===== src/rtl/trig_pkg.sv =====
`timescale 1ns/1ps
package trig_pkg;

  typedef enum logic [1:0] {
    SRC_SKIP = 2'd0,
    SRC_EXT  = 2'd1,
    SRC_DATA = 2'd2,
    SRC_SW   = 2'd3
  } srcKind_e;

  typedef struct packed {
    logic     valid;
    srcKind_e kind;
  } srcSel_t;

  // strobes from control to datapath
  typedef struct packed {
    logic loadDly;
    logic runDly;
  } dlyCmd_t;

  typedef enum logic [1:0] {
    ST_IDLE  = 2'd0,
    ST_ARMED = 2'd1,
    ST_WAIT  = 2'd2
  } ctlState_e;

  // Mode decode: immediate acquisition needs both other enables clear;
  // the hardware enable outranks the software enable.
  function automatic srcSel_t decodeSrc(input logic acqNow, input logic hwEn,
                                        input logic hwSel, input logic swEn);
    srcSel_t s;
    s.valid = 1'b0;
    s.kind  = SRC_SKIP;
    if (acqNow) begin
      s.valid = !hwEn && !swEn;
      s.kind  = SRC_SKIP;
    end else if (hwEn) begin
      s.valid = 1'b1;
      s.kind  = hwSel ? SRC_EXT : SRC_DATA;
    end else if (swEn) begin
      s.valid = 1'b1;
      s.kind  = SRC_SW;
    end
    return s;
  endfunction

endpackage


===== src/rtl/trig_filter.sv =====
`timescale 1ns/1ps
module trig_filter #(
  parameter int DW = 32,
  parameter int FW = 8
) (
  input  logic          clk,
  input  logic          rstN,
  input  logic [DW-1:0] sample,
  input  logic          sampleValid,
  input  logic [DW-1:0] threshold,
  input  logic [FW-1:0] filterLen,
  input  logic          polarity,
  output logic          crossHit
);
  logic          rawAbove;
  logic          filtState;
  logic [FW-1:0] runLen;
  logic          differs;
  logic          flipNow;

  assign rawAbove = sample > threshold;
  assign differs  = sampleValid && (rawAbove != filtState);
  assign flipNow  = differs && (runLen >= filterLen);

  always_ff @(posedge clk) begin
    if (!rstN) begin
      filtState <= 1'b0;
      runLen    <= '0;
    end else if (sampleValid) begin
      if (flipNow) begin
        filtState <= rawAbove;
        runLen    <= '0;
      end else if (differs) begin
        runLen <= runLen + 1'b1;
      end else begin
        runLen <= '0;
      end
    end
  end

  // polarity 0: new state 1 counts; polarity 1: new state 0 counts
  assign crossHit = flipNow && (rawAbove == !polarity);

endmodule


===== src/rtl/trig_datapath.sv =====
`timescale 1ns/1ps
module trig_datapath
  import trig_pkg::*;
#(
  parameter int NCH  = 4,
  parameter int DW   = 32,
  parameter int FW   = 8,
  parameter int DLYW = 32,
  localparam int CHW = (NCH > 1) ? $clog2(NCH) : 1
) (
  input  logic              clk,
  input  logic              rstN,
  input  srcSel_t           srcSel,
  input  logic              extPulse,
  input  logic              swStrobe,
  input  logic [NCH*DW-1:0] sampleBus,
  input  logic              sampleValid,
  input  logic [DW-1:0]     threshold,
  input  logic              polarity,
  input  logic [FW-1:0]     filterLen,
  input  logic [CHW-1:0]    chanIdx,
  input  logic [DLYW-1:0]   delayCnt,
  input  dlyCmd_t           cmd,
  output logic              srcHit,
  output logic              dlyZero,
  output logic              dlyLast
);
  logic [DW-1:0]   lane [NCH];
  logic [DW-1:0]   selSample;
  logic            extPrev;
  logic            extEdge;
  logic            crossHit;
  logic [DLYW-1:0] dlyLeft;

  for (genvar g = 0; g < NCH; g++) begin : g_lane
    assign lane[g] = sampleBus[g*DW +: DW];
  end

  assign selSample = lane[chanIdx];

  trig_filter #(.DW(DW), .FW(FW)) u_filt (
    .clk        (clk),
    .rstN       (rstN),
    .sample     (selSample),
    .sampleValid(sampleValid),
    .threshold  (threshold),
    .filterLen  (filterLen),
    .polarity   (polarity),
    .crossHit   (crossHit)
  );

  always_ff @(posedge clk) begin
    if (!rstN) extPrev <= 1'b0;
    else       extPrev <= extPulse;
  end
  assign extEdge = extPulse && !extPrev;

  always_comb begin
    srcHit = 1'b0;
    if (srcSel.valid) begin
      case (srcSel.kind)
        SRC_SKIP: srcHit = 1'b1;
        SRC_EXT:  srcHit = extEdge;
        SRC_DATA: srcHit = crossHit;
        SRC_SW:   srcHit = swStrobe;
        default:  srcHit = 1'b0;
      endcase
    end
  end

  always_ff @(posedge clk) begin
    if (!rstN)            dlyLeft <= '0;
    else if (cmd.loadDly) dlyLeft <= delayCnt;
    else if (cmd.runDly)  dlyLeft <= dlyLeft - 1'b1;
  end

  assign dlyZero = (delayCnt == '0);
  assign dlyLast = (dlyLeft == DLYW'(1));

endmodule


===== src/rtl/trig_ctrl.sv =====
`timescale 1ns/1ps
module trig_ctrl
  import trig_pkg::*;
(
  input  logic    clk,
  input  logic    rstN,
  input  logic    armReq,
  input  logic    srcHit,
  input  logic    dlyZero,
  input  logic    dlyLast,
  output dlyCmd_t cmd,
  output logic    trigOut
);
  ctlState_e state, nxt;
  logic      fire;

  always_comb begin
    nxt = state;
    fire = 1'b0;
    cmd = '0;
    case (state)
      ST_IDLE: if (armReq) nxt = ST_ARMED;
      ST_ARMED: begin
        if (armReq) begin
          nxt = ST_ARMED;
        end else if (srcHit) begin
          if (dlyZero) begin
            fire = 1'b1;
            nxt  = ST_IDLE;
          end else begin
            cmd.loadDly = 1'b1;
            nxt         = ST_WAIT;
          end
        end
      end
      ST_WAIT: begin
        if (armReq) begin
          nxt = ST_ARMED;
        end else if (dlyLast) begin
          fire = 1'b1;
          nxt  = ST_IDLE;
        end else begin
          cmd.runDly = 1'b1;
        end
      end
      default: nxt = ST_IDLE;
    endcase
  end

  always_ff @(posedge clk) begin
    if (!rstN) begin
      state   <= ST_IDLE;
      trigOut <= 1'b0;
    end else begin
      state   <= nxt;
      trigOut <= fire;
    end
  end

endmodule


===== src/rtl/trig_source_sel.sv =====
`timescale 1ns/1ps
module trig_source_sel
  import trig_pkg::*;
#(
  parameter int NCH  = 4,
  parameter int DW   = 32,
  parameter int FW   = 8,
  parameter int DLYW = 32,
  localparam int CHW = (NCH > 1) ? $clog2(NCH) : 1
) (
  input  logic              clk,
  input  logic              rstN,
  input  logic              armReq,
  input  logic              acqNow,
  input  logic              hwEn,
  input  logic              hwSel,
  input  logic              swEn,
  input  logic              extPulse,
  input  logic              swStrobe,
  input  logic [NCH*DW-1:0] sampleBus,
  input  logic              sampleValid,
  input  logic [DW-1:0]     threshold,
  input  logic              polarity,
  input  logic [FW-1:0]     filterLen,
  input  logic [CHW-1:0]    chanIdx,
  input  logic [DLYW-1:0]   delayCnt,
  output logic              trigOut
);
  srcSel_t srcSel;
  dlyCmd_t cmd;
  logic    srcHit;
  logic    dlyZero;
  logic    dlyLast;

  assign srcSel = decodeSrc(acqNow, hwEn, hwSel, swEn);

  trig_datapath #(.NCH(NCH), .DW(DW), .FW(FW), .DLYW(DLYW)) u_dp (
    .clk        (clk),
    .rstN       (rstN),
    .srcSel     (srcSel),
    .extPulse   (extPulse),
    .swStrobe   (swStrobe),
    .sampleBus  (sampleBus),
    .sampleValid(sampleValid),
    .threshold  (threshold),
    .polarity   (polarity),
    .filterLen  (filterLen),
    .chanIdx    (chanIdx),
    .delayCnt   (delayCnt),
    .cmd        (cmd),
    .srcHit     (srcHit),
    .dlyZero    (dlyZero),
    .dlyLast    (dlyLast)
  );

  trig_ctrl u_ctl (
    .clk    (clk),
    .rstN   (rstN),
    .armReq (armReq),
    .srcHit (srcHit),
    .dlyZero(dlyZero),
    .dlyLast(dlyLast),
    .cmd    (cmd),
    .trigOut(trigOut)
  );

endmodule


===== config.mk =====
export PLATFORM = sky130hd
export DESIGN_NAME = trig_source_sel
export DESIGN_NICKNAME = d
export VERILOG_FILES = /design/src/rtl/trig_pkg.sv /design/src/rtl/trig_filter.sv /design/src/rtl/trig_datapath.sv /design/src/rtl/trig_ctrl.sv /design/src/rtl/trig_source_sel.sv
export SDC_FILE = /design/constraint.sdc
export NUM_CORES = 1
export LEC_CHECK = 0
export BUFFER_PORTS_ARGS = -buffer_cell sky130_fd_sc_hd__buf_4
export CORE_AREA = 2 2 100 102
export CTS_BUF_LIST = sky130_fd_sc_hd__clkbuf_2
export DETAILED_ROUTE_END_ITERATION = 10
export DIE_AREA = 0 0 102 104
export PLACE_DENSITY = 0.8
export SYNTH_ARGS = -nofsm -noshare
export SYNTH_HDL_FRONTEND = slang
export SYNTH_HIERARCHICAL = 1
export SYNTH_SLANG_ARGS = --single-unit

===== constraint.sdc =====
create_clock -name clk -period 13.1 [get_ports clk]
set_input_delay 2.62 -clock clk [delete_from_list [all_inputs] [get_ports clk]]
set_output_delay 2.62 -clock clk [all_outputs]
set_load 0.1 [all_outputs]

==> metrics.yaml <==
run_status:
  status: "completed"
pwr:
  comb_power_share: 0.407
  design_power_total_mw: 0.418
  powerDensity_mw_per_mm2: 64.9
  switchingPower_mw: 0.135
  max-vdd-ir-drop_mv: 0.0597
  p_clk_frac: 0.238
  switching_share: 0.322
  power_frac_seq: 0.355
  p_int_mw: 0.284
  p_leak_nw: 2.93
logic_synthesis:
  synth_edf_count: 0
  synth_top_area_frac: 0.193
  ys_ff_latch: 45
  yosysWarningCount: 6
  ys_top_cells_by_area: "dfxtp_1 19%, mux4_2 15%, ha_1 13%"
  synth.avg_cell_area_um2: 8.72
  synth_area_mm2: 0.00466
  ys_types: 62
  syn_inst: 534
  synth_nets: 796
  async_flop_share: 0
  yosysSeqAreaShare: 0.193
  synth.largest_area_cell: "dfxtp_1"
  synthFlopType: "dfxtp_1"
setup_path:
  ff2ff_path_depth: 18
  crit_type: "in2reg"
  start_kind: "input port"
  cp.arrival_ps: 8410
  r2r-start: "u_dp/u_filt/runLen[0]"
  end_kind: "register"
  max_stage_delay_ps: 900
  worstPathRequired_ps: 13450
  critical_path.max_fanout: 46
  crit_path_top_delay_cell: "clkinv_1"
  crit_path_start: "chanIdx[0]"
  path_cells: "buf_4 > mux4_2 > ha_1 > nand4_2 > or4_4 > a21oi_1 > o311a_2 > nor2_1 > or3_1 > a21oi_1 > nand2b_1 > o21ai_0 > a21oi_1 > nand2_1 > nor3_2 > buf_4 > clkinv_1 > and3_1 > a32oi_1 > nand3_1"
  crit_top_cell: "a21oi_1"
drt:
  drtIter0Drc: 355
  first_pass_iters: 5
  vias: 5181
  wl_um: 15500
  drc: 0
  wl_per_cell_um: 17.9
  drtAntennaViolNets: 0
  vias_per_cell: 5.98
worst_hold_path:
  hold_class: "reg2reg"
  worstHoldStart: "u_dp/dlyLeft[19]"
  hold_depth: 2
grt:
  antenna_found_initial: 0
  grt_max_degree: 47
  overflow: 0
  grt_pass1_vias: 5019
  grt_util_all_layers: 0.282
  grt_pass1_wl_um: 24400
clock_tree:
  clockRootBuffer: "clkbuf_2"
  ctsHoldBuffers: 0
  clockBufferDepth: 2
  cts-buffers-inserted: 5
  insertion_delay_ps: 420
  numClockSinks: 45
  htreeDepth: 2
  clk_pin_slew_worst_paths_ps: 250
  ctsResizeCount: 0
  cts_tree: "built"
  post-cts-setup-buffers: 0
place:
  globalplace.congestion: 0.927
  place_area_mm2: 0.00635
  dpl.hpwl_um: 12700
  dp.cells: 859
  portBuffers: 213
floorplanning:
  ios: 214
  initial_core_util: 0.488
  die_x_um: 102
  coreArea_mm2: 0.00955
  num_rows: 36
  die-area_mm2: 0.0106
  fp.dieH_um: 104
timing:
  rsz0062_at_grt: "no"
  worstMarginPinSlew_ps: 1090
  fin_skew_ps: 23.2
  finalCritPeriodShare: 0.616
  fmax_mhz: 124
  slew_viol_final: 0
  finalHoldViolations: 0
  period_minus_slack_ps: 8070
  final-setup-viol-count: 0
  setup_tns_ps: 0
  relSlewSlack: 0.269
cells_and_area:
  stdcell_count: 867
  diodes: 0
  final_cell_area_mm2: 0.00644
  area_delta_synth_final_pct: 38.4
  drive_gt1_frac: 0.376
  utilization: 0.675
  fin_nets: 995
run:
  cap_viol_max_count: 0
[power groups by stage]
stage | registers, mW | clock network (mW) | logic (mW)
finish | 0.148 | 0.0994 | 0.170
global route | 0.149 | 0.105 | 0.187
CTS | 0.148 | 0.100 | 0.169
detailed placement | 0.151 | 0 | 0.168
global placement | 0.150 | 0 | 0.162
floorplan | 0.149 | 0 | 0.0949
[worst paths after layout]
check / end / slack (ps)
hold reg to reg: u_dp/dlyLeft[19] / 530
setup / recovery: u_dp/dlyLeft[28] / 5030
hold / removal: u_dp/dlyLeft[19] / 530
setup reg to reg: u_dp/dlyLeft[28] / 8400
[synthesized netlist by cell type, types with 7 or more instances]
library cell,number
ha_1,49
inv_1,48
dfxtp_1,45
o21ai_0,36
mux4_2,32
nor2_1,32
a21oi_1,31
nand2_1,19
clkbuf_1,16
nand3_1,16
or3_1,16
nand2b_1,14
nor4_1,14
nand4_1,13
a211oi_1,10
a31oi_1,10
nor3_1,10
or4_1,10
xnor2_1,10
o211ai_1,7
o31ai_1,7
[flip-flops by register name, summed over array words and instances (netlist names)]
register / count
u_dp/extPrev: 1
u_dp/u_filt/filtState: 1
u_dp/dlyLeft: 32
u_ctl/trigOut: 1
u_ctl/state: 2
u_dp/u_filt/runLen: 8
[cells in the final DEF, fill, tap and decap left out, drive strengths merged, types with 3 or more instances in the layout]
cell	synthesis	final
o21ai	38	38
o22ai	3	3
a211oi	10	10
mux2i	4	4
ha	49	49
xor2	5	5
inv	48	48
or4	12	12
clkinv	2	3
nor4	16	16
nor3b	3	3
mux4	32	32
or3	16	16
nor2	34	34
dfxtp	45	45
and2	3	3
and3	3	3
nand2b	14	14
or4b	5	5
xnor2	10	10
nand4	14	14
nand2	19	19
nor4b	4	4
o211ai	7	7
a32oi	5	5
nand3	16	16
o31ai	7	7
nor3	10	10
clkbuf	16	5
a31oi	10	10
a21oi	31	31
nor2b	3	3
nand3b	4	4
buf	7	215
[cell families (layout without fill, tap and decap cells)]
kind of cell,count (synthesis),after routing,share of synthesized area
AO/OA/AOI/OAI,127,127,0.172
AND/OR/NAND/NOR,188,188,0.249
adder cells (fa/ha/maj),49,49,0.132
XOR/XNOR,15,15,0.0282
multiplexers,37,37,0.166
buffers and inverters,73,273,0.0594
flip-flops,45,45,0.193
[cell type report]
type,instances,area [um2]
fillers,814,3110
repair buffers,215,1610
inverters,50,188
clock inverters,3,65.1
well taps,133,166
flip-flops and latches,45,901
multi-input cells,416,3480
clock buffers,5,25.0
[metal layers]
metal | up-vias | wire length, um | track usage
met3 | 32 | 1110 | 0.0383
met5 | - | 0 | 0
met4 | 0 | 336 | 0.0648
met1 | 2448 | 6410 | 0.378
met2 | 244 | 7630 | 0.480
li1 | 2457 | - | -
[worst max-delay path, delay by kind of cell]
family,cells,cell delay [ps]
fa+ha+maj,1,330
compound gates,6,1090
simple gates,9,2110
mux,1,580
buf+inv,3,1660
[metrics by stage]
stage	setup slack, ps	hold WS, ps
floorplan	5710	469
global placement	4780	489
detailed placement	4550	501
CTS	5060	528
global route	4550	556
finish	5030	535
(Power assumes the default switching activity.)
